==> src/rtl/lru_pkg.sv <==
package lru_pkg;
  // Strobes from control to datapath: one update kind per cycle at most.
  typedef struct packed {
    logic touch;  // make the way most recent
    logic drop;   // make the way the preferred victim
  } lruStrobe_t;
endpackage

==> src/rtl/lru_first_one.sv <==
module lru_first_one #(
  parameter int N = 8,
  localparam int W = (N > 1) ? $clog2(N) : 1
) (
  input  logic [N-1:0] req,
  output logic [W-1:0] idx
);
  // Lowest index with req set; 0 when none is set.
  always_comb begin
    idx = '0;
    for (int i = N - 1; i >= 0; i--) begin
      if (req[i]) idx = W'(i);
    end
  end
endmodule

==> src/rtl/lru_ctrl.sv <==
module lru_ctrl
  import lru_pkg::*;
(
  input  logic       accEn,
  input  logic       invEn,
  output lruStrobe_t strobe
);
  // Invalidate has priority over an access in the same cycle.
  always_comb begin
    strobe.drop  = invEn;
    strobe.touch = accEn & ~invEn;
  end
endmodule

==> src/rtl/lru_datapath.sv <==
module lru_datapath
  import lru_pkg::*;
#(
  parameter int NUM_SETS = 16,
  parameter int NUM_WAYS = 8,
  localparam int SET_W = (NUM_SETS > 1) ? $clog2(NUM_SETS) : 1,
  localparam int WAY_W = (NUM_WAYS > 1) ? $clog2(NUM_WAYS) : 1
) (
  input  logic                clk,
  input  logic                rstN,
  input  lruStrobe_t          strobe,
  input  logic [SET_W-1:0]    setIdx,
  input  logic [WAY_W-1:0]    accWay,
  input  logic [NUM_WAYS-1:0] validBits,
  input  logic                policySel,
  input  logic                victimReq,
  output logic [WAY_W-1:0]    victimWay,
  output logic                victimFree
);
  localparam logic [WAY_W-1:0] MAX_AGE = WAY_W'(NUM_WAYS - 1);

  logic [NUM_WAYS-1:0][WAY_W-1:0] ageMem [NUM_SETS];
  logic [NUM_WAYS-1:0]            bitMem [NUM_SETS];

  logic [NUM_WAYS-1:0][WAY_W-1:0] curAge, nextAge;
  logic [WAY_W-1:0]               pivotAge;
  logic [NUM_WAYS-1:0]            curBits, nextBits, touchedBits, hitMask;
  logic [NUM_WAYS-1:0]            oldMask;
  logic [WAY_W-1:0]               freeWay, lruWay, bitWay;
  logic                           anyFree;

  assign curAge      = ageMem[setIdx];
  assign curBits     = bitMem[setIdx];
  assign pivotAge    = curAge[accWay];
  assign hitMask     = NUM_WAYS'(1) << accWay;
  assign touchedBits = curBits | hitMask;

  // Per-way age lane: drop ages the target fully, touch rejuvenates it.
  for (genvar w = 0; w < NUM_WAYS; w++) begin : g_lane
    assign nextAge[w] =
        strobe.drop  ? (hitMask[w] ? MAX_AGE :
                        (curAge[w] > pivotAge) ? curAge[w] - 1'b1 : curAge[w]) :
        strobe.touch ? (hitMask[w] ? '0 :
                        (curAge[w] < pivotAge) ? curAge[w] + 1'b1 : curAge[w]) :
        curAge[w];
    assign oldMask[w] = (curAge[w] == MAX_AGE);
  end

  always_comb begin
    nextBits = curBits;
    if (strobe.drop)       nextBits = curBits & ~hitMask;
    else if (strobe.touch) nextBits = (&touchedBits) ? hitMask : touchedBits;
  end

  always_ff @(posedge clk or negedge rstN) begin
    if (!rstN) begin
      for (int s = 0; s < NUM_SETS; s++) begin
        for (int w = 0; w < NUM_WAYS; w++) ageMem[s][w] <= WAY_W'(w);
        bitMem[s] <= '0;
      end
    end else if (strobe.touch || strobe.drop) begin
      ageMem[setIdx] <= nextAge;
      bitMem[setIdx] <= nextBits;
    end
  end

  lru_first_one #(.N(NUM_WAYS)) u_freePick (.req(~validBits), .idx(freeWay));
  lru_first_one #(.N(NUM_WAYS)) u_agePick  (.req(oldMask),    .idx(lruWay));
  lru_first_one #(.N(NUM_WAYS)) u_bitPick  (.req(~curBits),   .idx(bitWay));

  assign anyFree = ~&validBits;

  always_comb begin
    victimWay  = '0;
    victimFree = 1'b0;
    if (victimReq) begin
      if (anyFree) begin
        victimWay  = freeWay;
        victimFree = 1'b1;
      end else begin
        victimWay  = policySel ? bitWay : lruWay;
      end
    end
  end
endmodule

==> src/rtl/lru_victim_sel.sv <==
module lru_victim_sel
  import lru_pkg::*;
#(
  parameter int NUM_SETS = 16,
  parameter int NUM_WAYS = 8,
  localparam int SET_W = (NUM_SETS > 1) ? $clog2(NUM_SETS) : 1,
  localparam int WAY_W = (NUM_WAYS > 1) ? $clog2(NUM_WAYS) : 1
) (
  input  logic                clk,
  input  logic                rstN,
  input  logic                policySel,
  input  logic [SET_W-1:0]    setIdx,
  input  logic [WAY_W-1:0]    accWay,
  input  logic                accEn,
  input  logic                invEn,
  input  logic [NUM_WAYS-1:0] validBits,
  input  logic                victimReq,
  output logic [WAY_W-1:0]    victimWay,
  output logic                victimFree
);
  lruStrobe_t strobe;

  lru_ctrl u_ctrl (
    .accEn (accEn),
    .invEn (invEn),
    .strobe(strobe)
  );

  lru_datapath #(.NUM_SETS(NUM_SETS), .NUM_WAYS(NUM_WAYS)) u_dp (
    .clk       (clk),
    .rstN      (rstN),
    .strobe    (strobe),
    .setIdx    (setIdx),
    .accWay    (accWay),
    .validBits (validBits),
    .policySel (policySel),
    .victimReq (victimReq),
    .victimWay (victimWay),
    .victimFree(victimFree)
  );
endmodule

==> config.mk <==
export PLATFORM = sky130hd
export DESIGN_NAME = lru_victim_sel
export DESIGN_NICKNAME = d
export VERILOG_FILES = /design/src/rtl/lru_pkg.sv /design/src/rtl/lru_first_one.sv /design/src/rtl/lru_ctrl.sv /design/src/rtl/lru_datapath.sv /design/src/rtl/lru_victim_sel.sv
export SDC_FILE = /design/constraint.sdc
export NUM_CORES = 1
export LEC_CHECK = 0
export BUFFER_PORTS_ARGS = -buffer_cell sky130_fd_sc_hd__buf_4
export CAP_MARGIN = 25
export CORE_ASPECT_RATIO = 1.75
export CORE_MARGIN = 2
export CORE_UTILIZATION = 25
export CTS_CLUSTER_SIZE = 25
export DETAILED_ROUTE_END_ITERATION = 10
export SYNTH_ARGS = -nofsm -noshare
export SYNTH_HDL_FRONTEND = slang
export SYNTH_SLANG_ARGS = --single-unit
==> constraint.sdc <==
create_clock -name clk -period 6.4 [get_ports clk]
set_clock_uncertainty 0.15 [all_clocks]
set_input_delay 1.6 -clock clk [delete_from_list [all_inputs] [get_ports clk]]
set_output_delay 1.6 -clock clk [all_outputs]
set_load 0.02 [all_outputs]
==> impl_summary.log, run 1 <==
[metrics] outcome: completed
[metrics] number of I/O pins: 25
[metrics] number of DRC violations after detailed-routing iteration 0: between 1,000 and 1,500
[metrics] global-route wire length before repair: roughly 110 mm
[metrics] area growth from synthesis to final layout: 16.1%
[metrics] full die area: 105,000 um^2
[metrics] maximum count of clock buffers along a single path: 3
[metrics] kind of end point of the critical path: output pin
[metrics] Hold Buf Count CTS: 0
[metrics] final routed wirelength across all metal layers: approximately 73 mm
[metrics] fin worst setup slack: ~0.12 ns
[metrics] layout cells sized above 1: 0.317
[metrics] post-DR vias/cell: 4.85
[metrics] Synth async-reset ratio: 1.00
[metrics] # nets final: 2,410
[metrics] number of global-route vias before repair: between 15,000 and 20,000
[metrics] number of flops mapped to enable cells by yosys: 0
[metrics] WL per Instance: 19.5 um
[metrics] most common cell type on the critical path: sky130_fd_sc_hd__buf_4
[metrics] power density of the placed cells: roughly 470 nW/um^2
[metrics] post-place setup slack: -0.138 ns
[metrics] Overall Power: ~14 mW
[metrics] effective utilization at floorplan: 0.251
[metrics] number of non-filler instances in the completed layout: between 3,000 and 4,000
[metrics] Tcrit/Tclk final: 0.981
[metrics] Slew HR: 0.225
[metrics] commonest non-fill, non-tap cell in the layout: sky130_fd_sc_hd__nand2_1
[metrics] cell with the largest stage delay on the worst path: sky130_fd_sc_hd__mux4_2
[metrics] pin count of the biggest net entering global routing: approximately 140
[metrics] core box area: just over 100,000 um^2
[metrics] cell chain of the critical path: bufbuf_16, buf_4, mux4_2, mux4_2, ha_1, ha_1, buf_4, nor3_1, nand2_1, a311oi_1, buf_4
[metrics] # clock sinks: around 510
[metrics] overall track demand over capacity in global routing: 0.139
[metrics] total DRC errors in the routed layout: 0
[metrics] cell leakage power: 11.9 nW
[metrics] Synth warnings: 0
[metrics] clock-pin slew on the worst setup and hold paths: ~0.06 ns
[metrics] total iterations of the first detailed-routing run: 5
[metrics] shortest period the worst path allows: between 6 and 7 ns
[metrics] Antenna diodes: 0
[metrics] total number of vias: between 15,000 and 20,000
[metrics] Final Core Density: 0.291
[metrics] CTS tree: done
[metrics] number of port buffers: 24
[metrics] synth unique cells: 67
[metrics] clock tree root driver cell: sky130_fd_sc_hd__clkbuf_16
[metrics] Seq/Total Area, Yosys: 0.512
[metrics] syn_nets: between 2,000 and 2,500
[metrics] kind of launch point of the worst setup path: input port
[metrics] mean instance size in the synthesized netlist: 11.1 um^2
[metrics] die span in y: roughly 430 um
[metrics] number of levels in the clock H-tree: 2
[metrics] Slowest Stage Delay on Critical Path: 0.55 ns
[metrics] Synth Flop Type: sky130_fd_sc_hd__dfrtp_1
[metrics] area of the mapped netlist: 25,500 um^2
[metrics] max-cap viol count: 0
[metrics] Max Clk Rate: 159 MHz
[metrics] row count: around 160
[metrics] Worst Path Required: between 4 and 5 ns
[metrics] initial antenna violation count: 2
[metrics] post-route ant nets: 0
[metrics] Hold Violations, Final: 0
[metrics] CTS buffer count: 45
[metrics] Setup Crit Path Kind: input port to output pin
[metrics] Cells after Synth: roughly 2,300
[metrics] post-detailed-placement half-perimeter wirelength: just under 50 mm
[metrics] Final setup viols: 0
[metrics] count of pins over their slew limit: 0
[metrics] post-placement cell count: between 3,000 and 4,000
[metrics] die width: 245 um
[metrics] setup repair after global routing missed its margin: no
[metrics] highest-count cells in the layout ignoring fill and taps: sky130_fd_sc_hd__nand2_1, sky130_fd_sc_hd__o21ai_0, sky130_fd_sc_hd__dfrtp_1
[metrics] source-to-sink clock delay at the later pin of the worst-skew pair: a little under 0.6 ns
[metrics] actual transition at the worst max-transition pin: between 1 and 1.5 ns
[metrics] Synth Register Bits: around 500
[metrics] Max Fanout on Critical Path: 12
[metrics] gr ovfl total: 0
[metrics] worst hold path class: flip-flop to flip-flop
[metrics] routability congestion estimate from global placement: approximately 0.85
[metrics] maximum VDD drop: roughly 0.00022 V
[metrics] crit path DAT: ~4.5 ns
## kinds of logic after synthesis
| logic type | Yosys count | synth area share |
|---|---|---|
| xor+xnor | 4 | 0.00137 |
| fa+ha+maj | 48 | 0.0236 |
| compound gates | 594 | 0.143 |
| mux | 251 | 0.173 |
| flops | 512 | 0.512 |
| buf+inv | 223 | 0.0397 |
| simple gates | 663 | 0.107 |
## worst paths after layout
check | slack, ns | from | cells after the start | to
min in group asynchronous | 0.84 | rstN | 1 | u_dp.ageMem[352]
hold / removal | 0.32 | u_dp.ageMem[123] | 2 | u_dp.ageMem[123]
hold reg to reg | 0.32 | u_dp.ageMem[123] | 2 | u_dp.ageMem[123]
setup / recovery | 0.12 | setIdx[0] | 11 | victimWay[2]
setup reg to reg | 1.67 | u_dp.ageMem[88] | 14 | u_dp.ageMem[284]
max in group asynchronous | 3.77 | rstN | 2 | u_dp.ageMem[177]
## metrics by stage
step                area [um^2]  setup TNS (ns)  hold WS [ns]
global placement          28000           -5.53         0.305
finish                    29600               0         0.316
floorplan                 25500               0         0.293
CTS                       29600               0         0.318
global route              29600               0         0.341
detailed placement        28100           -6.73         0.309
## flip-flops by register name, indices dropped and copies added (netlist names)
register,count
u_dp.ageMem,384
u_dp.bitMem,128
## worst max-delay path: cells and delay by family
| kind | cells | cell delay [ns] |
|---|---|---|
| fa+ha+maj | 2 | 0.47 |
| simple gates | 2 | 0.32 |
| mux | 2 | 1.05 |
| buf+inv | 4 | 0.76 |
| compound gates | 1 | 0.31 |
## layer usage
layer  part of all wire  track usage  vias up
met5            0.00037            0        -
met4              0.043       0.0618        4
met3              0.034       0.0163      159
met2               0.55        0.266      377
met1               0.38        0.151     9115
li1                   -            -     8341
## Yosys cell counts, types with 3 or more instances
| cell | number | area (um^2) |
|---|---|---|
| sky130_fd_sc_hd__nand2_1 | 363 | 1360 |
| sky130_fd_sc_hd__dfrtp_1 | 320 | 8010 |
| sky130_fd_sc_hd__o21ai_0 | 320 | 1600 |
| sky130_fd_sc_hd__dfstp_2 | 192 | 5040 |
| sky130_fd_sc_hd__nor2_1 | 186 | 698 |
| sky130_fd_sc_hd__mux4_2 | 146 | 3290 |
| sky130_fd_sc_hd__clkbuf_1 | 135 | 507 |
| sky130_fd_sc_hd__a31oi_1 | 113 | 707 |
| sky130_fd_sc_hd__mux2_2 | 66 | 743 |
| sky130_fd_sc_hd__a21oi_1 | 49 | 245 |
| sky130_fd_sc_hd__ha_1 | 48 | 601 |
| sky130_fd_sc_hd__buf_2 | 40 | 200 |
| sky130_fd_sc_hd__mux2i_1 | 39 | 390 |
| sky130_fd_sc_hd__nand3_1 | 32 | 160 |
| sky130_fd_sc_hd__nor3_1 | 23 | 115 |
| sky130_fd_sc_hd__inv_1 | 20 | 75.1 |
| sky130_fd_sc_hd__nor2b_1 | 17 | 106 |
| sky130_fd_sc_hd__a221oi_2 | 14 | 210 |
| sky130_fd_sc_hd__o21ai_1 | 14 | 70.1 |
| sky130_fd_sc_hd__a22oi_1 | 13 | 97.6 |
| sky130_fd_sc_hd__a21oi_2 | 10 | 87.6 |
| sky130_fd_sc_hd__and2_1 | 10 | 62.6 |
| sky130_fd_sc_hd__o21a_1 | 9 | 67.6 |
| sky130_fd_sc_hd__and3_1 | 8 | 50.1 |
| sky130_fd_sc_hd__buf_1 | 7 | 26.3 |
| sky130_fd_sc_hd__or2_2 | 7 | 43.8 |
| sky130_fd_sc_hd__buf_8 | 6 | 90.1 |
| sky130_fd_sc_hd__nand2b_1 | 6 | 37.5 |
| sky130_fd_sc_hd__a222oi_1 | 5 | 50.1 |
| sky130_fd_sc_hd__buf_4 | 5 | 37.5 |
| sky130_fd_sc_hd__buf_6 | 5 | 56.3 |
| sky130_fd_sc_hd__o21ai_2 | 5 | 43.8 |
| sky130_fd_sc_hd__a2bb2oi_1 | 4 | 35.0 |
| sky130_fd_sc_hd__a31oi_2 | 4 | 50.1 |
| sky130_fd_sc_hd__xor2_1 | 4 | 35.0 |
| sky130_fd_sc_hd__a21o_1 | 3 | 22.5 |
| sky130_fd_sc_hd__a311oi_2 | 3 | 45.0 |
| sky130_fd_sc_hd__a32oi_1 | 3 | 26.3 |
| sky130_fd_sc_hd__inv_2 | 3 | 11.3 |
| sky130_fd_sc_hd__o21bai_1 | 3 | 22.5 |
## cell type report
type | count | area (um^2)
clock inverter | 14 | 158
multi-input combinational | 1560 | 11500
tap | 1334 | 1670
clock buffer | 68 | 1290
sequential | 512 | 13100
fill | 10500 | 72000
inverter | 24 | 90.1
timing repair buffer | 198 | 1790
## where the power goes
group / total [mW] / switching [mW] / internal, mW
Clock: 2.75 / 1.23 / 1.52
Sequential: 5.61 / 0.704 / 4.91
Combinational: 5.55 / 2.95 / 2.60
Total: 13.9 / 4.89 / 9.03
## what timing repair did
| item | 4_1_cts | 5_1_grt |
|---|---|---|
| endpoints found under the setup margin | 3 | 2 |
| gates resized for setup | 4 | 5 |
| gates cloned | 1 | 0 |
| pin swaps | 0 | 1 |
| setup buffers | 0 | 0 |
No activity file was read; power rests on OpenSTA's default activity.
==> inputs of run 2 (changes only) <==
Settings changed: MAX_ROUTING_LAYER from default to met4, SYNTH_HIERARCHICAL from default to 1.
==> impl_summary.log, run 2 <==
[metrics] outcome: finished with violations
[metrics] violated checks: negative setup slack
[metrics] total DRC errors in the routed layout: 0
[metrics] row count: roughly 160
[metrics] number of DRC violations after detailed-routing iteration 0: around 1,200
[metrics] post-DR vias/cell: 4.83
[metrics] # clock sinks: 512
[metrics] Cells after Synth: roughly 2,300
[metrics] clock tree root driver cell: sky130_fd_sc_hd__clkbuf_16
[metrics] maximum count of clock buffers along a single path: 3
[metrics] Final Core Density: 0.297
[metrics] Worst Path Required: roughly 4.7 ns
[metrics] global-route wire length before repair: 115 mm
[metrics] cell leakage power: 12.3 nW
[metrics] fraction of the mapped netlist area in simple logic gates: 0.0975
[metrics] top-area cell type share of the netlist area: 0.309
[metrics] fin worst setup slack: -0.0141 ns
[metrics] Synth warnings: 6
[metrics] post-placement cell count: between 3,000 and 4,000
[metrics] mean instance size in the synthesized netlist: approximately 11 um^2
[metrics] area growth from synthesis to final layout: 18.0%
[metrics] setup repair after global routing missed its margin: yes
[metrics] overall track demand over capacity in global routing: 0.146
[metrics] Hold Buf Count CTS: 0
[metrics] dominant combinational cell family by area after synthesis: multiplexers
[metrics] commonest non-fill, non-tap cell in the layout: sky130_fd_sc_hd__nand2_1
[metrics] placed cell areas: 28,500 um^2
[metrics] maximum VDD drop: 0.000245 V
[metrics] share of the synthesized netlist area taken by xor and xnor gates: 0.00811
[metrics] synth unique cells: 72
[metrics] number of port buffers: 24
[metrics] number of I/O pins: 25
[metrics] number of levels in the clock H-tree: 2
[metrics] post-synthesis share of cell area spent on full adders, half adders and majority gates: 0.0232
[metrics] pin count of the biggest net entering global routing: 137
[metrics] CTS buffer count: 46
[metrics] post-place setup slack: -0.522 ns
[metrics] area fraction in compound gates after synthesis: 0.143
[metrics] biggest area contributors in the synthesized netlist: sky130_fd_sc_hd__dfrtp_1, sky130_fd_sc_hd__dfstp_2, sky130_fd_sc_hd__mux4_2
[metrics] core box area: between 100,000 and 150,000 um^2
[metrics] highest-count cells in the layout ignoring fill and taps: sky130_fd_sc_hd__nand2_1, sky130_fd_sc_hd__dfrtp_1, sky130_fd_sc_hd__o21ai_0
[metrics] WL per Instance: 20.0 um
[metrics] full die area: 106,000 um^2
[metrics] max-cap viol count: 0
[metrics] die span in y: approximately 430 um
[metrics] kind of end point of the critical path: output pin
[metrics] Setup Crit Path Kind: input port to output pin
[metrics] effective utilization at floorplan: 0.252
[metrics] layout cells sized above 1: 0.340
[metrics] total number of vias: around 18,000
[metrics] actual transition at the worst max-transition pin: between 1 and 1.5 ns
[metrics] area of the mapped netlist: between 20,000 and 30,000 um^2
[metrics] Overall Power: ~14 mW
[metrics] Max Clk Rate: about 160 MHz
[metrics] slack of the worst reg-to-reg path: about 1.5 ns
[metrics] flip-flop count of the largest register, all copies and words added: about 380
[metrics] die width: 247 um
[metrics] worst hold path class: flip-flop to flip-flop
[metrics] gr ovfl total: 0
[metrics] source-to-sink clock delay at the later pin of the worst-skew pair: ~0.6 ns
[metrics] Hold Path Depth: 2
[metrics] Synth Flop Type: sky130_fd_sc_hd__dfrtp_1
[metrics] initial antenna violation count: 2
[metrics] power density of the placed cells: 473 nW/um^2
[metrics] portion of netlist area occupied by mux cells: 0.181
[metrics] count of pins over their slew limit: 0
[metrics] Synth Register Bits: 512
[metrics] Seq/Total Area, Yosys: 0.503
[metrics] crit path DAT: 4.66 ns
[metrics] shortest period the worst path allows: roughly 6.4 ns
[metrics] number of flops mapped to enable cells by yosys: 0
[metrics] final routed wirelength across all metal layers: between 70 and 80 mm
[metrics] biggest regs: u_dp/ageMem (384), u_dp/bitMem (128)
[metrics] Max Fanout on Critical Path: 10
[metrics] clock-pin slew on the worst setup and hold paths: about 0.06 ns
[metrics] largest area contributor in the netlist: sky130_fd_sc_hd__dfrtp_1
[metrics] kind of launch point of the worst setup path: input port
[metrics] Most flops, register: u_dp/ageMem
[metrics] cells on worst reg2reg path: 14
[metrics] number of global-route vias before repair: 19,000
[metrics] Slew HR: 0.248
[metrics] Layout Cell Area excl Fill: between 30,000 and 40,000 um^2
[metrics] total iterations of the first detailed-routing run: 5
[metrics] Final setup viols: 1
[metrics] routability congestion estimate from global placement: between 0.8 and 0.9
[metrics] sum of negative setup slack: -0.0141 ns
[metrics] syn_nets: about 2,300
[metrics] Post-synth top cells: sky130_fd_sc_hd__nand2_1, sky130_fd_sc_hd__dfrtp_1, sky130_fd_sc_hd__o21ai_0, sky130_fd_sc_hd__dfstp_2, sky130_fd_sc_hd__nor2_1
[metrics] library cell with the highest instance count after synthesis: sky130_fd_sc_hd__nand2_1
[metrics] final-layout worst hold slack: 0.310 ns
[metrics] CTS tree: done
[metrics] post-detailed-placement half-perimeter wirelength: slightly above 50 mm
[metrics] Tcrit/Tclk final: 1.00
[metrics] Hold Violations, Final: 0
[metrics] post-route ant nets: 0
[metrics] # nets final: about 2,400
[metrics] Synth async-reset ratio: 1.00
[metrics] number of non-filler instances in the completed layout: 3,713
==> run 2: cell types whose count changed after synthesis, sizes merged, moves of 10 or more <==
| cell | change |
|---|---|
| inv | +15 |
| clkbuf | -44 |
| nor3 | -10 |
| nor2 | -29 |
| o31ai | +24 |
| o211ai | +10 |
| buf | +22 |
| xnor2 | +24 |
| nand3 | -19 |
| nand2 | +27 |
| a221oi | -14 |
| a21oi | -41 |
| o21ai | +23 |
==> run 2: metal layers <==
metal,up-vias,track usage,routed length (um)
li1,8289,-,-
met1,9081,0.152,27300
met2,366,0.266,40300
met3,202,0.0155,2400
met4,0,0.0794,4230
met5,-,-,0
==> run 2: timing repair <==
action,in CTS,in global routing
endpoints found under the hold margin,0,0
setup buffers,6,0
pin swaps,11,4
gates resized for setup,58,12
gates cloned,2,0
setup endpoints to repair,3,3
==> run 2: power breakdown <==
part	internal, mW	switching, mW
clock	1.66	1.30
combinational	2.78	3.08
sequential	4.93	0.698
==> run 2: worst paths after layout <==
kind                                   from          endpoint
setup / recovery                  setIdx[0]      victimWay[2]
hold / removal             u_dp/ageMem[201]  u_dp/ageMem[201]
setup reg to reg            u_dp/ageMem[40]  u_dp/ageMem[109]
hold reg to reg            u_dp/ageMem[201]  u_dp/ageMem[201]
max in group asynchronous              rstN  u_dp/bitMem[126]
min in group asynchronous              rstN  u_dp/ageMem[112]
==> run 2: area by class of cell <==
class                      count  area, um^2
fill                       10600       72500
sequential                   512       13100
multi-input combinational   1542       12100
timing repair buffer         189        2010
tap                         1343        1680
clock buffer                  69        1400
clock inverter                17         229
inverter                      39         146
antenna                        2        5.00
==> run 2: worst max-delay path, stage by stage <==
cell,delay (ns)
sky130_fd_sc_hd__clkbuf_16,0.17
sky130_fd_sc_hd__buf_12,0.17
sky130_fd_sc_hd__buf_8,0.17
sky130_fd_sc_hd__mux4_2,0.50
sky130_fd_sc_hd__mux4_2,0.57
sky130_fd_sc_hd__ha_4,0.21
sky130_fd_sc_hd__ha_4,0.18
sky130_fd_sc_hd__nor4_4,0.34
sky130_fd_sc_hd__nor4b_4,0.09
sky130_fd_sc_hd__mux2i_2,0.27
sky130_fd_sc_hd__nand2_1,0.09
sky130_fd_sc_hd__o211a_1,0.13
sky130_fd_sc_hd__buf_6,0.13
==> run 2: cell families (layout without fill, tap and decap cells) <==
| family | Yosys count | count (layout) |
|---|---|---|
| AND/OR/NAND/NOR | 622 | 622 |
| adder cells (fa/ha/maj) | 48 | 48 |
| XOR/XNOR | 24 | 24 |
| AO/OA/AOI/OAI | 582 | 582 |
| buffers and inverters | 216 | 314 |
| other | 0 | 2 |
| multiplexers | 266 | 266 |
| flip-flops | 512 | 512 |
==> inputs of run 3 (changes only) <==
Settings changed: ABC_AREA from default to 1.
==> impl_summary.log, run 3 <==
[metrics] CTS buffer count: 45
[metrics] die span in y: 436 um
[metrics] biggest area contributors in the synthesized netlist: sky130_fd_sc_hd__dfrtp_1, sky130_fd_sc_hd__nand2_1, sky130_fd_sc_hd__dfstp_2
[metrics] # nets final: between 3,000 and 4,000
[metrics] Synth Flop Type: sky130_fd_sc_hd__dfrtp_1
[metrics] shortest period the worst path allows: roughly 6.3 ns
[metrics] Worst Path Required: 4.65 ns
[metrics] maximum count of clock buffers along a single path: 3
[metrics] count of pins over their slew limit: 0
[metrics] kind of end point of the critical path: output pin
[metrics] pin count of the biggest net entering global routing: roughly 130
[metrics] Seq/Total Area, Yosys: 0.489
[metrics] total number of vias: 24,400
[metrics] syn_nets: around 3,600
[metrics] maximum VDD drop: 0.000208 V
[metrics] mean instance size in the synthesized netlist: around 7.5 um^2
[metrics] Setup Crit Path Kind: input port to output pin
[metrics] clock-pin slew on the worst setup and hold paths: about 0.06 ns
[metrics] biggest regs: u_dp/ageMem (384), u_dp/bitMem (128)
[metrics] layout cells sized above 1: 0.154
[metrics] CTS tree: done
[metrics] number of flops mapped to enable cells by yosys: 0
[metrics] number of levels in the clock H-tree: 2
[metrics] die width: ~250 um
[metrics] library cell with the highest instance count after synthesis: sky130_fd_sc_hd__nand2_1
[metrics] max-cap viol count: 0
[metrics] flip-flop count of the largest register, all copies and words added: 384
[metrics] crit path DAT: ~4.5 ns
[metrics] Slew HR: 0.266
[metrics] initial antenna violation count: 1
[metrics] setup repair after global routing missed its margin: no
[metrics] number of port buffers: 24
[metrics] number of DRC violations after detailed-routing iteration 0: roughly 2,200
[metrics] Synth Register Bits: approximately 500
[metrics] core box area: between 100,000 and 150,000 um^2
[metrics] Synth warnings: 6
[metrics] source-to-sink clock delay at the later pin of the worst-skew pair: about 0.60 ns
[metrics] global-route wire length before repair: 153 mm
[metrics] area growth from synthesis to final layout: 14.2%
[metrics] final routed wirelength across all metal layers: a little over 100 mm
[metrics] top-area cell type share of the netlist area: 0.300
[metrics] Final setup viols: 0
[metrics] row count: 158
[metrics] clock tree root driver cell: sky130_fd_sc_hd__clkbuf_16
[metrics] post-route ant nets: 0
[metrics] power density of the placed cells: around 390 nW/um^2
[metrics] routability congestion estimate from global placement: roughly 0.97
[metrics] gr ovfl total: 0
[metrics] Max Clk Rate: roughly 160 MHz
[metrics] effective utilization at floorplan: 0.252
[metrics] synth unique cells: 38
[metrics] WL per Instance: between 20 and 25 um
[metrics] commonest non-fill, non-tap cell in the layout: sky130_fd_sc_hd__nand2_1
[metrics] outcome: completed
[metrics] # clock sinks: 512
[metrics] number of global-route vias before repair: about 24,000
[metrics] Most flops, register: u_dp/ageMem
[metrics] total DRC errors in the routed layout: 0
[metrics] Synth async-reset ratio: 1.00
[metrics] Hold Violations, Final: 0
[metrics] largest area contributor in the netlist: sky130_fd_sc_hd__dfrtp_1
[metrics] post-detailed-placement half-perimeter wirelength: 64.4 mm
[metrics] cell leakage power: around 16 nW
[metrics] Cells after Synth: between 3,000 and 4,000
[metrics] post-DR vias/cell: approximately 5
[metrics] worst hold path class: flip-flop to flip-flop
[metrics] total iterations of the first detailed-routing run: 6
[metrics] actual transition at the worst max-transition pin: between 1 and 1.5 ns
[metrics] highest-count cells in the layout ignoring fill and taps: sky130_fd_sc_hd__nand2_1, sky130_fd_sc_hd__dfrtp_1, sky130_fd_sc_hd__dfstp_2
[metrics] full die area: roughly 110,000 um^2
[metrics] area of the mapped netlist: between 20,000 and 30,000 um^2
[metrics] Hold Buf Count CTS: 0
[metrics] kind of launch point of the worst setup path: input port
[metrics] Overall Power: 12.0 mW
[metrics] Tcrit/Tclk final: 0.983
[metrics] overall track demand over capacity in global routing: 0.189
[metrics] Max Fanout on Critical Path: 18
[metrics] Post-synth top cells: sky130_fd_sc_hd__nand2_1, sky130_fd_sc_hd__dfrtp_1, sky130_fd_sc_hd__dfstp_2, sky130_fd_sc_hd__a22oi_1, sky130_fd_sc_hd__nand3_1
[metrics] sum of negative setup slack: 0 ns
[metrics] number of I/O pins: 25
-- run 3: cell types whose count changed in the layout (fill, tap and decap cells not counted), moves of 92 or more --
| cell | before | now |
|---|---|---|
| sky130_fd_sc_hd__nand2_1 | 378 | 1924 |
| sky130_fd_sc_hd__o21ai_0 | 242 | 48 |
| sky130_fd_sc_hd__a22oi_1 | 5 | 183 |
| sky130_fd_sc_hd__nand3_1 | 9 | 157 |
| sky130_fd_sc_hd__mux4_2 | 143 | 0 |
| sky130_fd_sc_hd__inv_1 | 26 | 126 |
| sky130_fd_sc_hd__a31oi_1 | 94 | 2 |
-- run 3: what timing repair did --
item,in CTS,in global routing
buffers inserted,0,1
gates resized for setup,0,2
setup endpoints to repair,0,1
-- run 3: final timing paths --
kind                                    end            start  depth (start not counted)  slack [ns]
max                            victimWay[2]        setIdx[0]                         20        0.11
min                         u_dp/ageMem[46]  u_dp/ageMem[46]                          2        0.32
max reg2reg                 u_dp/ageMem[87]  u_dp/ageMem[84]                         18        2.39
min reg2reg                 u_dp/ageMem[46]  u_dp/ageMem[46]                          2        0.32
max in group asynchronous  u_dp/ageMem[218]             rstN                          2        4.03
min in group asynchronous  u_dp/ageMem[348]             rstN                          1        0.82
-- run 3: per-layer routing --
metal / vias to the layer above / track usage / share of wire
met3: 409 / 0.0225 / 0.058
met5: - / - / 0
li1: 11200 / - / -
met1: 11800 / 0.198 / 0.36
met4: 0 / 0.137 / 0.089
met2: 975 / 0.326 / 0.50
-- run 3: cell families after synthesis --
kind of cell,synth area share
xor gates and xnor gates,0.00197
adders and majority gates,0.0225
and+or+nand+nor,0.333
AOI/OAI and AO/OA,0.0909
DFF,0.489
buffers and inverters,0.0631
-- run 3: area by class of cell --
class / count / area, um^2
Multi-Input combinational cell: 2663 / 12100
Tap cell: 1360 / 1700
Antenna cell: 1 / 2.50
Inverter: 160 / 603
Fill cell: 11400 / 75500
Clock buffer: 68 / 1330
Timing Repair Buffer: 164 / 1430
Sequential cell: 512 / 13100
Clock inverter: 16 / 253
-- run 3: critical path, cell delays in order --
cell and delay [ns]:
sky130_fd_sc_hd__buf_4 0.16, sky130_fd_sc_hd__inv_2 0.09, sky130_fd_sc_hd__nor2_4 0.06, sky130_fd_sc_hd__buf_12 0.14
sky130_fd_sc_hd__clkbuf_16 0.20, sky130_fd_sc_hd__buf_4 0.19, sky130_fd_sc_hd__a22oi_1 0.17, sky130_fd_sc_hd__nand2_1 0.08
sky130_fd_sc_hd__nand2_1 0.06, sky130_fd_sc_hd__nand2_1 0.11, sky130_fd_sc_hd__nor2_4 0.13, sky130_fd_sc_hd__inv_1 0.07
sky130_fd_sc_hd__ha_1 0.18, sky130_fd_sc_hd__ha_1 0.19, sky130_fd_sc_hd__or2_1 0.26, sky130_fd_sc_hd__nor3b_2 0.25
sky130_fd_sc_hd__nand2_1 0.08, sky130_fd_sc_hd__a311oi_1 0.25, sky130_fd_sc_hd__buf_4 0.15, sky130_fd_sc_hd__buf_4 0.13
-- run 3: metrics by stage --
stage	hold WS (ns)	utilization	setup WS [ns]	cell area (um^2)	instances
3_3_place_gp	0.304	0.272	0.234	28800	4856
6_report	0.317	0.288	0.106	30500	4944
4_1_cts	0.318	0.287	0.198	30500	4941
5_1_grt	0.328	0.288	0.00812	30500	4944
3_5_place_dp	0.307	0.272	0.201	28900	4857
2_1_floorplan	0.298	-	0.594	26700	3548
-- run 3: report_power, final --
part	switching [mW]	leakage (nW)	total (mW)	internal, mW
combinational	2.45	8.68	3.71	1.26
sequential	0.614	6.28	5.28	4.66
clock	1.32	0.764	2.98	1.66
total	4.38	15.7	12.0	7.58
